`config.mk`:
```
export PLATFORM = sky130hd
export DESIGN_NAME = match_watchdog
export DESIGN_NICKNAME = d
export VERILOG_FILES = /design/src/rtl/match_watchdog_pkg.sv /design/src/rtl/match_watchdog_ctrl.sv /design/src/rtl/match_watchdog_dp.sv /design/src/rtl/match_watchdog.sv
export SDC_FILE = /design/constraint.sdc
export NUM_CORES = 1
export LEC_CHECK = 0
export CORE_MARGIN = 3
export CORE_UTILIZATION = 42
export CTS_CLUSTER_DIAMETER = 100
export DETAILED_ROUTE_END_ITERATION = 6
export MAX_ROUTING_LAYER = met4
export REMOVE_ABC_BUFFERS = 1
export SETUP_SLACK_MARGIN = 0.1
export SYNTH_ARGS = -nofsm -noshare
export SYNTH_HDL_FRONTEND = slang
export SYNTH_SLANG_ARGS = --single-unit
```
`constraint.sdc`:
```
create_clock -name clk -period 2.6 [get_ports clk]
set_input_delay 0.52 -clock clk [delete_from_list [all_inputs] [get_ports clk]]
set_output_delay 0.52 -clock clk [all_outputs]
set_load 0.1 [all_outputs]
```
`src/rtl/match_watchdog_pkg.sv`:
```
package match_watchdog_pkg;
  localparam int DATA_W = 32;

  // word indices of the register map
  localparam int IDX_INT   = 0;
  localparam int IDX_CTRL  = 1;
  localparam int IDX_CNT   = 2;
  localparam int IDX_MCTRL = 3;
  localparam int IDX_MATCH = 4;
  localparam int IDX_EXT   = 5;
  localparam int IDX_PULSE = 6;
  localparam int IDX_STAT  = 7;

  // fixed extra clocks added to the programmed pulse length
  localparam int PULSE_EXTRA = 6;

  typedef enum logic [1:0] {
    EXT_KEEP   = 2'd0,
    EXT_LOW    = 2'd1,
    EXT_HIGH   = 2'd2,
    EXT_TOGGLE = 2'd3
  } extAct_t;

  typedef struct packed {
    logic countEn;
    logic countClr;
    logic freezeEn;
    logic stopOnMatch;
    logic startInt;
    logic startExt;
  } dpCmd_t;
endpackage

```
`src/rtl/match_watchdog_ctrl.sv`:
```
module match_watchdog_ctrl
  import match_watchdog_pkg::*;
#(
  parameter int CNT_W   = 32,
  parameter int PULSE_W = 16,
  parameter int ADDR_W  = 6
) (
  input  logic                clk,
  input  logic                rstPor_n,
  input  logic [ADDR_W-1:0]   busAddr,
  input  logic [DATA_W-1:0]   busWrData,
  input  logic                busWrEn,
  input  logic [CNT_W-1:0]    count,
  input  logic                matchHit,
  output logic [DATA_W-1:0]   busRdData,
  output dpCmd_t              cmd,
  output logic [CNT_W-1:0]    matchVal,
  output logic [PULSE_W-1:0]  pulseLen,
  output logic                intReq,
  output logic                extMatch,
  output logic                wdStatus
);
  localparam int IDX_W = ADDR_W - 2;

  logic [IDX_W-1:0] wordIdx;
  logic             aligned;
  logic wrInt, wrCtrl, wrMctrl, wrMatch, wrExt, wrPulse;

  logic [2:0] ctrlReg;
  logic       intEn, stopEn, rstIntEn, rstExtEn;
  logic       matchFlag;
  extAct_t    extAct;
  logic       extState;
  logic       forceInt, forceExt;

  assign wordIdx = busAddr[ADDR_W-1:2];
  assign aligned = (busAddr[1:0] == 2'b00);

  assign wrInt   = busWrEn && aligned && (wordIdx == IDX_W'(IDX_INT));
  assign wrCtrl  = busWrEn && aligned && (wordIdx == IDX_W'(IDX_CTRL));
  assign wrMctrl = busWrEn && aligned && (wordIdx == IDX_W'(IDX_MCTRL));
  assign wrMatch = busWrEn && aligned && (wordIdx == IDX_W'(IDX_MATCH));
  assign wrExt   = busWrEn && aligned && (wordIdx == IDX_W'(IDX_EXT));
  assign wrPulse = busWrEn && aligned && (wordIdx == IDX_W'(IDX_PULSE));

  assign forceInt = wrMctrl && busWrData[5];
  assign forceExt = wrMctrl && busWrData[6];

  always_comb begin
    cmd.countEn     = ctrlReg[0];
    cmd.countClr    = ctrlReg[1];
    cmd.freezeEn    = ctrlReg[2];
    cmd.stopOnMatch = stopEn;
    cmd.startInt    = forceInt || (matchHit && rstIntEn);
    cmd.startExt    = forceExt || (matchHit && rstExtEn);
  end

  always_ff @(posedge clk or negedge rstPor_n) begin
    if (!rstPor_n) begin
      ctrlReg   <= '0;
      intEn     <= 1'b0;
      stopEn    <= 1'b0;
      rstIntEn  <= 1'b0;
      rstExtEn  <= 1'b0;
      matchFlag <= 1'b0;
      matchVal  <= '0;
      extAct    <= EXT_KEEP;
      extState  <= 1'b0;
      pulseLen  <= '0;
      wdStatus  <= 1'b0;
    end else begin
      if (wrCtrl) ctrlReg <= busWrData[2:0];
      if (wrMctrl) begin
        intEn    <= busWrData[0];
        stopEn   <= busWrData[2];
        rstIntEn <= busWrData[3];
        rstExtEn <= busWrData[4];
      end
      if (wrMatch) matchVal <= busWrData[CNT_W-1:0];
      if (wrPulse) pulseLen <= busWrData[PULSE_W-1:0];

      if (matchHit && intEn) matchFlag <= 1'b1;
      else if (wrInt && busWrData[0]) matchFlag <= 1'b0;

      if (wrExt) begin
        extAct   <= extAct_t'(busWrData[5:4]);
        extState <= busWrData[0];
      end else if (matchHit) begin
        case (extAct)
          EXT_LOW:    extState <= 1'b0;
          EXT_HIGH:   extState <= 1'b1;
          EXT_TOGGLE: extState <= ~extState;
          default:    extState <= extState;
        endcase
      end

      if (cmd.startInt || cmd.startExt) wdStatus <= 1'b1;
    end
  end

  assign intReq   = matchFlag;
  assign extMatch = extState;

  always_comb begin
    busRdData = '0;
    if (aligned) begin
      case (wordIdx)
        IDX_W'(IDX_INT):   busRdData[0] = matchFlag;
        IDX_W'(IDX_CTRL):  busRdData[2:0] = ctrlReg;
        IDX_W'(IDX_CNT):   busRdData[CNT_W-1:0] = count;
        IDX_W'(IDX_MCTRL): busRdData[4:0] = {rstExtEn, rstIntEn, stopEn, 1'b0, intEn};
        IDX_W'(IDX_MATCH): busRdData[CNT_W-1:0] = matchVal;
        IDX_W'(IDX_EXT):   busRdData[5:0] = {extAct, 3'b000, extState};
        IDX_W'(IDX_PULSE): busRdData[PULSE_W-1:0] = pulseLen;
        IDX_W'(IDX_STAT):  busRdData[0] = wdStatus;
        default:           busRdData = '0;
      endcase
    end
  end
endmodule

```
`src/rtl/match_watchdog_dp.sv`:
```
module match_watchdog_dp
  import match_watchdog_pkg::*;
#(
  parameter int CNT_W   = 32,
  parameter int PULSE_W = 16
) (
  input  logic               clk,
  input  logic               rstPor_n,
  input  logic               debugHalt,
  input  dpCmd_t             cmd,
  input  logic [CNT_W-1:0]   matchVal,
  input  logic [PULSE_W-1:0] pulseLen,
  output logic [CNT_W-1:0]   count,
  output logic               matchHit,
  output logic               rstIntReq,
  output logic               rstExtReq
);
  localparam int LEFT_W = PULSE_W + 1;
  localparam logic [LEFT_W-1:0] EXTRA = LEFT_W'(PULSE_EXTRA);

  logic              stopped;
  logic              active;
  logic [LEFT_W-1:0] pulseLeft;
  logic              pulseOn;
  logic              selInt, selExt;

  assign active   = cmd.countEn && !cmd.countClr && !stopped &&
                    !(cmd.freezeEn && debugHalt);
  assign matchHit = active && (count == matchVal);
  assign pulseOn  = (pulseLeft != '0);

  always_ff @(posedge clk or negedge rstPor_n) begin
    if (!rstPor_n) begin
      count   <= '0;
      stopped <= 1'b0;
    end else if (cmd.countClr) begin
      count   <= '0;
      stopped <= 1'b0;
    end else if (matchHit && cmd.stopOnMatch) begin
      count   <= '0;
      stopped <= 1'b1;
    end else if (active) begin
      count <= count + 1'b1;
    end
  end

  always_ff @(posedge clk or negedge rstPor_n) begin
    if (!rstPor_n) begin
      pulseLeft <= '0;
      selInt    <= 1'b0;
      selExt    <= 1'b0;
    end else if (cmd.startInt || cmd.startExt) begin
      pulseLeft <= {1'b0, pulseLen} + EXTRA;
      selInt    <= (pulseOn && selInt) || cmd.startInt;
      selExt    <= (pulseOn && selExt) || cmd.startExt;
    end else if (pulseOn) begin
      pulseLeft <= pulseLeft - 1'b1;
    end
  end

  assign rstIntReq = pulseOn && selInt;
  assign rstExtReq = pulseOn && selExt;
endmodule

```
`src/rtl/match_watchdog.sv`:
```
module match_watchdog
  import match_watchdog_pkg::*;
#(
  parameter int CNT_W   = 32,
  parameter int PULSE_W = 16,
  parameter int ADDR_W  = 6
) (
  input  logic              clk,
  input  logic              rstPor_n,
  input  logic              debugHalt,
  input  logic [ADDR_W-1:0] busAddr,
  input  logic [31:0]       busWrData,
  input  logic              busWrEn,
  output logic [31:0]       busRdData,
  output logic              intReq,
  output logic              extMatch,
  output logic              rstIntReq,
  output logic              rstExtReq
);
  dpCmd_t             cmd;
  logic [CNT_W-1:0]   count;
  logic [CNT_W-1:0]   matchVal;
  logic [PULSE_W-1:0] pulseLen;
  logic               matchHit;
  logic               wdStatus;

  match_watchdog_ctrl #(.CNT_W(CNT_W), .PULSE_W(PULSE_W), .ADDR_W(ADDR_W)) u_ctrl (
    .clk(clk), .rstPor_n(rstPor_n), .busAddr(busAddr), .busWrData(busWrData),
    .busWrEn(busWrEn), .count(count), .matchHit(matchHit), .busRdData(busRdData),
    .cmd(cmd), .matchVal(matchVal), .pulseLen(pulseLen), .intReq(intReq),
    .extMatch(extMatch), .wdStatus(wdStatus)
  );

  match_watchdog_dp #(.CNT_W(CNT_W), .PULSE_W(PULSE_W)) u_dp (
    .clk(clk), .rstPor_n(rstPor_n), .debugHalt(debugHalt), .cmd(cmd),
    .matchVal(matchVal), .pulseLen(pulseLen), .count(count), .matchHit(matchHit),
    .rstIntReq(rstIntReq), .rstExtReq(rstExtReq)
  );
endmodule

```
; ---- Word-level counts from Yosys, hierarchy flattened
; Cells that the tools add are included.
[classes]
addsub = 3
eq_ne = 11
mux = 19
bitwise = 1
reduce_logical = 39
[ops]
columns = op, count
row1 = 32-bit two-way mux, 4
row2 = 17-bit two-way mux, 2
row3 = 32-bit by 1-bit adder with 32-bit output (second input constant), 1
row4 = 32-bit == test, 1
row5 = 16-bit one-hot mux with 2 select lines, 1
row6 = 10-bit one-hot mux with 3 select lines, 1
row7 = 1-bit logical AND, 21
row8 = 2-bit one-hot mux with 5 select lines, 2
row9 = 16-bit by 3-bit adder with 17-bit output (second input constant), 1
row10 = 17-bit nonzero test, 1
row11 = 17-bit by 1-bit subtractor with 17-bit output (second input constant), 1
row12 = 4-bit by 3-bit == test with 1-bit output (second input constant), 4
row13 = 4-bit by 2-bit == test with 1-bit output (second input constant), 2
row14 = 1-bit one-hot mux with 8 select lines, 1
row15 = 2-bit nonzero test, 4
row16 = 1-bit two-way mux, 6
row17 = 1-bit logical OR, 5
row18 = 2-bit == test (second input constant), 2
row19 = 4-bit by 1-bit == test with 1-bit output (second input constant), 1
row20 = 4-bit logical NOT, 1
row21 = 1-bit one-hot mux with 4 select lines, 1
row22 = 4-bit nonzero test, 1
row23 = 1-bit logical NOT, 3
row24 = 1-bit one-hot mux with 3 select lines, 1
row25 = other kinds (5), 5
[word_totals]
reg_bits = 112
inputBits = 42
word_cells = 89

; ---- Depth between registers and ports, before layout
; Gate-level depths: netlist of run 1.
[logic_depth]
ltp_word = 9
ltp_mapped = 9
mapped_depth_nobuf = 8

; ---- Modules after synthesis
; Synthesis of run 1 repeated with hierarchy kept, for this count alone.
[unflattened]
cells_unflattened = 665
hier_area_um2 = 6683.9
[modules_own_cells]
columns = mod, n_inst, cells_each, area_each_um2, seq_area_each_um2
row1 = match_watchdog_dp, 1, 380, 3423.3, 1301.2
row2 = match_watchdog_ctrl, 1, 285, 3260.6, 1501.4

; ---- Worst setup path before layout of run 1
; No wires, ideal clock.
[synth_path]
kind = input-to-output
startpoint = in busAddr[5]
endpoint = out busRdData[0]
arrival_time_ps = 3424
required_ps = 2080
path_slack_ps = -1344
cell_stages = 6
path_buffers = 1
path_cell_list = clkbuf_1 > nand2b_1 > nor3_1 > a32o_1 > a211oi_1 > nor3_1
[synth_via]
elab_chain_len = 3
elab_cells_between_ends = 10
cone_classes = 7 x eq/ne / 2 x mux / 1 x reduce/logical
[synth_rtl]
columns = item, line_no
row1 = start: declaration, match_watchdog.sv:11  ; input logic [ADDR_W-1:0] busAddr,
row2 = "4-bit by 3-bit == test with 1-bit output, or another cell as far along", match_watchdog_ctrl.sv:107  ; case (wordIdx)
row3 = 1-bit one-hot mux with 8 select lines (*), match_watchdog_ctrl.sv:107
row4 = 32-bit two-way mux (*), match_watchdog_ctrl.sv:106  ; if (aligned) begin
row5 = end: declaration, match_watchdog.sv:14  ; output logic [31:0] busRdData,
; Mark *: on every way between the ends. The rest lies on a longest branch, timed or not.

; ---- Worst setup path after layout of run 1
[layout_path]
startpoint = reg u_dp.pulseLeft[5]
endpoint = out rstExtReq
[layout_via]
elab_chain_len = 2
[layout_rtl]
columns = item, line_no
row1 = start: declaration, match_watchdog_dp.sv:23  ; logic [LEFT_W-1:0] pulseLeft;
row2 = start signal: assignment, match_watchdog_dp.sv:53  ; pulseLeft <= {1'b0, pulseLen} + EXTRA;
row3 = start signal: assignment, match_watchdog_dp.sv:57  ; pulseLeft <= pulseLeft - 1'b1;
row4 = 17-bit nonzero test, match_watchdog_dp.sv:30  ; assign pulseOn = (pulseLeft != '0);
row5 = 1-bit logical AND, match_watchdog_dp.sv:62  ; assign rstExtReq = pulseOn && selExt;
row6 = end: declaration, match_watchdog.sv:18  ; output logic rstExtReq
; No other way between the ends.

==> results of run 1 <==
==> layout make-up <==
class	count	area, sq um	area share
clock buffer	10	239	0.0274
sequential	112	2800	0.322
clock inverter	5	50.0	0.00574
inverter	13	48.8	0.00560
multi-input combinational	484	3650	0.419
timing repair buffer	144	1700	0.195
tap	184	230	0.0264
==> registers in the layout, indices dropped and copies added (netlist names), 2 cells and up <==
| signal | count |
|---|---|
| u_ctrl.extAct | 2 |
| u_ctrl.matchVal | 32 |
| u_ctrl.ctrlReg | 3 |
| u_dp.pulseLeft | 17 |
| u_ctrl.pulseLen | 16 |
| u_dp.count | 32 |
==> power by group <==
| group | internal [W] | total, W | switching (W) |
|---|---|---|---|
| registers | 0.00198 | 0.00227 | 0.000292 |
| clock network | 0.000691 | 0.00137 | 0.000682 |
| logic | 0.000550 | 0.00112 | 0.000572 |
| total | 0.00322 | 0.00477 | 0.00155 |
==> critical path: cells and delay by family, from the launching register on <==
kind / cells / cell delay [ps]
flops: 1 / 390
simple gates: 4 / 1120
buf+inv: 1 / 160
==> cell families (layout without fill, tap and decap cells) <==
| kind of cell | count (synthesis) | after routing | share of synthesized area |
|---|---|---|---|
| buffers and inverters | 45 | 172 | 0.0290 |
| XOR/XNOR | 89 | 89 | 0.120 |
| AND/OR/NAND/NOR | 244 | 244 | 0.193 |
| flip-flops | 112 | 112 | 0.432 |
| AO/OA/AOI/OAI | 64 | 64 | 0.0757 |
| multiplexers | 81 | 81 | 0.138 |
| adder cells (fa/ha/maj) | 6 | 6 | 0.0116 |
==> through the flow <==
stage	instance area, sq um	util	setup WS [ps]	hold WS [ps]
3_3_place_gp	8160	0.551	-284	493
4_1_cts	8680	0.586	66.1	184
6_report	8710	0.588	58.8	155
5_1_grt	8710	0.588	13.3	199
2_1_floorplan	6340	-	-2530	224
3_5_place_dp	8160	0.551	-304	491
==> per-layer routing <==
layer,GRT usage,wire [um],up-vias
met3,0.0344,729,36
met2,0.372,9060,166
met1,0.313,8360,2707
met5,-,0,-
li1,-,-,2529
met4,0.0795,443,0
==> cell usage after synthesis, types with 2 or more instances <==
cell type | count | share of area
a222oi_1 | 11 | 0.017
or4_4 | 2 | 0.0035
mux2i_1 | 18 | 0.028
a21oi_1 | 11 | 0.0085
nor3_1 | 10 | 0.0077
o21ai_0 | 7 | 0.0054
nand2b_1 | 4 | 0.0039
nand3b_1 | 4 | 0.0046
nor4b_1 | 3 | 0.0041
or4_1 | 4 | 0.0046
nor2_1 | 93 | 0.054
a32oi_1 | 3 | 0.0041
or2_2 | 3 | 0.0029
and2_1 | 5 | 0.0048
nand3_1 | 22 | 0.017
mux2_2 | 61 | 0.11
xor2_1 | 41 | 0.055
xnor2_1 | 48 | 0.065
a221oi_1 | 2 | 0.0027
nor2b_1 | 5 | 0.0048
nand2_1 | 41 | 0.024
inv_1 | 13 | 0.0075
buf_1 | 5 | 0.0029
a22oi_1 | 17 | 0.020
ha_1 | 6 | 0.012
clkbuf_1 | 24 | 0.014
buf_2 | 2 | 0.0015
nor4_4 | 2 | 0.0066
nor4_1 | 4 | 0.0039
nand4_1 | 18 | 0.017
mux2_4 | 2 | 0.0046
or3_1 | 2 | 0.0019
and3_1 | 7 | 0.0068
nor3b_1 | 2 | 0.0023
dfrtp_1 | 112 | 0.43
and4_1 | 8 | 0.011
==> worst paths after layout <==
kind	start	slack, ps	cells past startpoint	end
setup / recovery	u_dp.pulseLeft[5]$_DFFE_PN0P_	60	5	rstExtReq
hold / removal	rstPor_n	150	1	u_dp.pulseLeft[14]$_DFFE_PN0P_
setup reg to reg	u_ctrl.matchVal[18]$_DFFE_PN0P_	220	7	u_dp.pulseLeft[8]$_DFFE_PN0P_
hold reg to reg	u_ctrl.wdStatus$_DFFE_PN0P_	520	1	u_ctrl.wdStatus$_DFFE_PN0P_
max in group asynchronous	rstPor_n	1730	2	u_ctrl.matchVal[11]$_DFFE_PN0P_
min in group clk	u_ctrl.wdStatus$_DFFE_PN0P_	520	1	u_ctrl.wdStatus$_DFFE_PN0P_
==> repair_timing <==
item | in CTS | in global routing
buffers inserted | 8 | 3
endpoints found under the setup margin | 34 | 33
resized for setup | 70 | 11
cloned | 2 | 0
pin swaps | 14 | 7
==> metrics.cfg, run 1 <==
[final_layout]
antenna_cells = 0
nNetsFinal = 812
fillers = 1255
drive_gt1_frac = 0.301
final_cell_count_no_fill = 952
final_cell_mix = dfrtp_1 (112), nor2_1 (78), mux2_2 (61), buf_4 (57), xnor2_1 (48)
synthToLayoutAreaGrowth_pct = 34.4
final_common_cell = dfrtp_1

[setup_path]
worstPathArrival_ps = 2020
crit_chain = or4_4 > nand2b_4 > or2_4 > and2_4 > buf_12
worstPathMaxFanout = 3
path_class = reg -> out
startpoint_type = flip-flop
end_kind = primary output
cp_slowest_stage_delay_ps = 550
cp.required_ps = 2080
cp_slowest_cell = or4_4

[place]
dp_cells = 924
port_buffers = 77
dp_hpwl_mm = 13.7
place_congestion = 0.949

[clock_network]
cts_tree = yes
h-tree-depth = 3
cts_root_buffer = clkbuf_16
clk_pin_slew_worst_paths_ps = 70
clock_sink_count = 112
cts_max_path_buffers = 2
cts_buffers = 9
holdBufCountCts = 0
insertion_delay_ps = 360

[drt]
firstDrtPassIters = 5
routedWlPerCell_um = 19.5
detailroute.via_count = 5438
vias_per_cell = 5.71
routed_wl_mm = 18.6
drc = 0
drt_iter0_markers = 414
postRouteAntennaNets = 0

[worst_hold_path]
hold_class = in -> async

[floorplanning]
die_area_sq_mm = 0.0170
placementRows = 44
core_area_sq_mm = 0.0148
initial_core_util = 0.438
die_y_um = 130
fp.dieW_um = 130
ioPinCount = 78

[timing]
skew_ps = 11.2
rsz0062_at_grt = yes
worst_pin_slew_ps = 600
fin_crit_sh = 0.977
setup_viol = 0
relSlewSlack = 0.600
max_freq_mhz = 394
fin_crit_ps = 2540
slew_violations = 0
hold_viol_final = 0
setup_tns_ps = 0

[synthesis]
syn_area_sq_mm = 0.00648
yosysSeqAreaShare = 0.432
post_synth_num_cell_types = 55
synth-main-ff-cell = dfrtp_1
ys_ff_latch = 112
ys_warn_count = 0
avgSynthCellArea_sq_um = 10.1
synth-edff-count = 0
syn_inst = 641
async_flop_share = 1.00

[grt]
grt_pass1_wl_mm = 30.0
grt_util_all_layers = 0.236
grt_max_degree = 44
grt_pass1_vias = 5593
overflow = 0
antenna_found_initial = 0

[power]
leakage_nw = 3.68
power_w = 0.00477
power_density_mw_per_mm2 = 547
ir_drop_mv = 0.339

[outcome]
outcome = completed

[run]
drv_cap = 0

No activity file was read; power rests on OpenSTA's default activity.
==> run 2: changes to the inputs <==
--- a/config.mk
+++ b/config.mk
@@ -9,7 +9,6 @@
 export CORE_UTILIZATION = 42
 export CTS_CLUSTER_DIAMETER = 100
 export DETAILED_ROUTE_END_ITERATION = 6
-export MAX_ROUTING_LAYER = met4
 export REMOVE_ABC_BUFFERS = 1
 export SETUP_SLACK_MARGIN = 0.1
 export SYNTH_ARGS = -nofsm -noshare
==> run 2 against run 1 <==
Against the previous run:
- fmax rose by 1.3%
- final cell count fell by 0.32%
- hold slack got worse by 30 ps
- critical path type unchanged
==> metrics.cfg, run 2 (synthesis results as in run 1) <==
[final_layout]
antenna_cells = 0
nNetsFinal = 808
fillers = 1267
reg_top3 = u_ctrl.matchVal: 32 flops, u_dp.count: 32 flops, u_dp.pulseLeft: 17 flops
final_cell_count_no_fill = 949
stdcell_area_sq_mm = 0.00868
final_cell_mix = dfrtp_1 (112), nor2_1 (76), mux2_2 (61), buf_4 (55), xnor2_1 (48)
final-seq-area_sq_mm = 0.00280
synthToLayoutAreaGrowth_pct = 34.0
multi_input_area_sq_mm = 0.00362
drive_gt1_frac = 0.295
final_common_cell = dfrtp_1

[clock_network]
holdBufCountCts = 0
cts_tree = yes
h-tree-depth = 3
insertion_delay_ps = 360
cts_root_buffer = clkbuf_16
cts_max_path_buffers = 2
clk_pin_slew_worst_paths_ps = 70
cts_buffers = 9
clock_sink_count = 112

[drt]
drc = 0
routed_wl_mm = 17.9
firstDrtPassIters = 5
detailroute.via_count = 5277
postRouteAntennaNets = 0
vias_per_cell = 5.56
routedWlPerCell_um = 18.9
drt_iter0_markers = 320

[place]
dp_cells = 921
port_buffers = 77
placed_area_sq_mm = 0.00812
place_congestion = 0.950
dp_hpwl_mm = 13.6

[setup_path]
startpoint_type = flip-flop
path_class = reg -> out
end_kind = primary output
worstPathMaxFanout = 3
worstPathArrival_ps = 1990
cp.required_ps = 2080

[grt]
grt_util_all_layers = 0.223
antenna_found_initial = 0
overflow = 0
grt_max_degree = 54
grt_pass1_wl_mm = 29.4
grt_pass1_vias = 5535

[floorplanning]
ioPinCount = 78
initial_core_util = 0.438
core_area_sq_mm = 0.0148
fp.dieW_um = 130
die_area_sq_mm = 0.0170
placementRows = 44
die_y_um = 130

[timing]
relSlewSlack = 0.645
slew_violations = 0
max_freq_mhz = 399
setup_viol = 0
setup_tns_ps = 0
hold_viol_final = 0
worst_pin_slew_ps = 532
rsz0062_at_grt = yes
skew_ps = 10.0
fin_crit_sh = 0.965
fin_crit_ps = 2510

[power]
leakage_nw = 3.67
ir_drop_mv = 0.352
power_w = 0.00491
power_density_mw_per_mm2 = 566

[worst_hold_path]
hold_class = in -> async

[run]
drv_cap = 0

[outcome]
outcome = completed

==> run 2: cell count changes in the layout (fill, tap and decap cells not counted), moves of 3 or more <==
cell / delta
nor2_4: -4
nor2_2: +6
buf_2: +3
buf_6: -4
==> run 2: layout make-up <==
class | count | area share
Timing Repair Buffer | 140 | 0.190
Tap cell | 184 | 0.0265
Clock buffer | 10 | 0.0264
Sequential cell | 112 | 0.323
Multi-Input combinational cell | 484 | 0.417
Clock inverter | 6 | 0.0112
Inverter | 13 | 0.00562
==> run 2: routing by layer <==
layer / up-vias / wire length (um) / part of all wire / global-route usage
met5: - / 0 / 0 / 0
met4: 0 / 397 / 0.022 / 0.0782
met3: 25 / 590 / 0.033 / 0.0372
met2: 117 / 8980 / 0.50 / 0.374
met1: 2621 / 7950 / 0.44 / 0.291
li1: 2514 / - / - / -
==> run 2: power by group <==
part           total [W]  leakage, nW  internal [W]  switching, W
logic            0.00111         2.05      0.000548      0.000561
clock network    0.00153        0.160      0.000862      0.000671
registers        0.00227         1.46       0.00198      0.000292
total            0.00491         3.67       0.00339       0.00152
==> run 2: final timing paths <==
path	end	depth (start not counted)	startpoint	slack, ps
worst max register to register	u_dp.selInt$_DFFE_PN0P_	8	u_dp.pulseLeft[5]$_DFFE_PN0P_	230
worst min-delay path	u_dp.pulseLeft[10]$_DFFE_PN0P_	1	rstPor_n	120
max in group asynchronous	u_ctrl.matchVal[12]$_DFFE_PN0P_	2	rstPor_n	1760
min in group clk	u_ctrl.wdStatus$_DFFE_PN0P_	1	u_ctrl.wdStatus$_DFFE_PN0P_	500
worst max-delay path	rstIntReq	5	u_dp.pulseLeft[5]$_DFFE_PN0P_	90
worst min register to register	u_ctrl.wdStatus$_DFFE_PN0P_	1	u_ctrl.wdStatus$_DFFE_PN0P_	500
==> run 2: through the flow <==
stage / setup slack [ps] / util / hold WS, ps
final: 92.0 / 0.586 / 124
after global routing: 49.4 / 0.586 / 151
after CTS: 74.8 / 0.584 / 132
after detailed placement: -323 / 0.548 / 473
after global placement: -325 / 0.548 / 480
after floorplan: -2530 / - / 224
==> run 2: repair_timing <==
| item | in CTS | in global routing |
|---|---|---|
| pin swaps | 12 | 4 |
| endpoints found under the setup margin | 34 | 17 |
| gates resized for setup | 63 | 7 |
| cloned | 2 | 0 |
| buffers inserted | 6 | 4 |
==> run 2: critical path, cell delays in order, from the launching register on <==
cell	delay (ps)
dfrtp_1	380
or4_4	540
nand2b_4	160
or2_4	250
and2_4	150
buf_12	160
==> run 3: changes to the inputs <==
--- a/config.mk
+++ b/config.mk
@@ -5,10 +5,13 @@
 export SDC_FILE = /design/constraint.sdc
 export NUM_CORES = 1
 export LEC_CHECK = 0
+export ABC_AREA = 1
+export CAP_MARGIN = 20
 export CORE_MARGIN = 3
 export CORE_UTILIZATION = 42
 export CTS_CLUSTER_DIAMETER = 100
 export DETAILED_ROUTE_END_ITERATION = 6
+export HOLD_SLACK_MARGIN = 0.03
 export REMOVE_ABC_BUFFERS = 1
 export SETUP_SLACK_MARGIN = 0.1
 export SYNTH_ARGS = -nofsm -noshare
==> run 3 against run 2 <==
Against the previous run:
- synthesized area is 7.1% higher
- first-iteration DRC count is 4.7% higher
- final cell count is 37% higher
- power is 2.0% lower
- wire length is 5.8% higher
- die area is 6.7% higher
- hold slack better by 44 ps
- largest power group unchanged
- highest routed layer unchanged
==> metrics.cfg, run 3 <==
[outcome]
outcome = completed

[floorplanning]
initial_core_util = 0.434
fp.dieW_um = 135
die_y_um = 135
placementRows = 46
die_area_sq_mm = 0.0181
ioPinCount = 78
core_area_sq_mm = 0.0160

[final_layout]
fillers = 1531
drive_gt1_frac = 0.176
nNetsFinal = 1129
final_cell_mix = nand2_1 (277), inv_1 (122), dfrtp_1 (112), nor2_1 (100), o21ai_0 (57)
stdcell_area_sq_mm = 0.00912
synthToLayoutAreaGrowth_pct = 31.4
reg_top3 = u_ctrl.matchVal: 32 flops, u_dp.count: 32 flops, u_dp.pulseLeft: 17 flops
fin_util = 0.570
antenna_cells = 0
final_common_cell = nand2_1

[synthesis]
yosysSeqAreaShare = 0.404
netlist.area_leader.share = 0.404
synth-main-ff-cell = dfrtp_1
syn_area_sq_mm = 0.00694
synth_top_cell_by_area = dfrtp_1
ys_ff_latch = 112
synth-edff-count = 0
avgSynthCellArea_sq_um = 7.18
syn_inst = 967
post_synth_num_cell_types = 47
synthTopCellsByArea = dfrtp_1 (40%), nand2_1 (15%), inv_1 (7.3%)
synth.most_common_cell = nand2_1
async_flop_share = 1.00
synth_commonest_cells = nand2_1 (279), inv_1 (135), dfrtp_1 (112), nor2_1 (110), o21ai_0 (58)
ys_warn_count = 0

[clock_network]
cts_buffers = 9
clk_pin_slew_worst_paths_ps = 70
holdBufCountCts = 0
h-tree-depth = 3
insertion_delay_ps = 360
cts_max_path_buffers = 2
cts_tree = yes
cts_root_buffer = clkbuf_16
clock_sink_count = 112

[drt]
routed_wl_mm = 19.0
firstDrtPassIters = 6
postRouteAntennaNets = 0
vias_per_cell = 4.85
drc = 0
detailroute.via_count = 6315
drt_iter0_markers = 335
routedWlPerCell_um = 14.6

[timing]
skew_ps = 13.2
setup_viol = 0
hold_slack_ps = 168
relSlewSlack = 0.577
hold_viol_final = 0
worst_pin_slew_ps = 635
fin_crit_ps = 2440
fin_crit_sh = 0.937
slew_violations = 0
rsz0062_at_grt = yes
max_freq_mhz = 411

[power]
ir_drop_mv = 0.311
power_w = 0.00481
leakage_nw = 4.15
power_density_mw_per_mm2 = 528

[setup_path]
startpoint_type = input pin
worstPathMaxFanout = 3
path_class = in -> out
cp.required_ps = 2080
worstPathArrival_ps = 1920
end_kind = primary output

[grt]
overflow = 0
antenna_found_initial = 0
grt_pass1_vias = 6205
grt_pass1_wl_mm = 30.8
grt_max_degree = 46
grt_util_all_layers = 0.214

[worst_hold_path]
hold_class = in -> async

[place]
dp_hpwl_mm = 14.4
port_buffers = 77
place_congestion = 0.859
placed_area_sq_mm = 0.00861

[run]
drv_cap = 0

run 3: area by class of cell:
cell class,instances,area [sq um],share of cell area
flip-flops and latches,112,2800,0.307
clock inverters,6,47.5,0.00521
multi-input cells,684,3620,0.397
clock buffers,10,239,0.0262
well taps,216,270,0.0296
inverters,144,546,0.0598
repair buffers,130,1590,0.174
run 3: cells by family after synthesis:
group                    Yosys count  synth area share
adder cells (fa/ha/maj)            6            0.0108
AND/OR/NAND/NOR                  492             0.303
buffers and inverters            171            0.0984
AO/OA/AOI/OAI                    122             0.100
multiplexers                       8            0.0130
XOR/XNOR                          56            0.0707
flip-flops                       112             0.404
run 3: worst paths after layout:
| path | startpoint | to | slack (ps) | cells after the start |
|---|---|---|---|---|
| max in group asynchronous | rstPor_n | u_ctrl.matchVal[23]$_DFFE_PN0P_ | 1670 | 2 |
| worst min-delay path | rstPor_n | u_dp.pulseLeft[11]$_DFFE_PN0P_ | 170 | 1 |
| worst max-delay path | busAddr[2] | busRdData[2] | 160 | 9 |
| worst max register to register | u_dp.count[5]$_DFFE_PN0P_ | u_dp.pulseLeft[14]$_DFFE_PN0P_ | 440 | 11 |
| worst min register to register | u_ctrl.wdStatus$_DFFE_PN0P_ | u_ctrl.wdStatus$_DFFE_PN0P_ | 490 | 2 |
| min in group clk | u_ctrl.wdStatus$_DFFE_PN0P_ | u_ctrl.wdStatus$_DFFE_PN0P_ | 490 | 2 |
run 3: what timing repair did:
action | in CTS | in global routing
resized for setup | 38 | 32
hold endpoints to repair | 0 | 0
endpoints found under the setup margin | 34 | 30
setup buffers | 1 | 2
pin swaps | 10 | 12
run 3: stage by stage:
stage / worst slack [ps] / instances / TNS, ps
after floorplan: -1460 / 940 / -28810
after global placement: -217 / 1283 / -4060
after detailed placement: -198 / 1283 / -3630
after CTS: 107 / 1300 / 0
after global routing: 81.0 / 1302 / 0
final: 165 / 1302 / 0
run 3: where the power goes:
part	leakage, nW	internal [W]	switching, W	total [W]
clock	0.140	0.000691	0.000701	0.00139
combinational	2.57	0.000499	0.000690	0.00119
sequential	1.44	0.00198	0.000253	0.00223
run 3: critical path, stage by stage:
cell             delay, ps
clkdlybuf4s15_1        200
buf_4                  150
nor2_2                 110
nand2_2                100
buf_4                  160
o22ai_1                140
a221oi_1                60
a21oi_1                250
buf_12                 210
run 3: per-layer routing:
metal  GRT usage  up-vias  routed length (um)
li1            -     3275                   -
met1       0.266     2908                8320
met2       0.393      118                9710
met3      0.0391       14                 723
met4      0.0385        0                 204
met5           0        -                   0
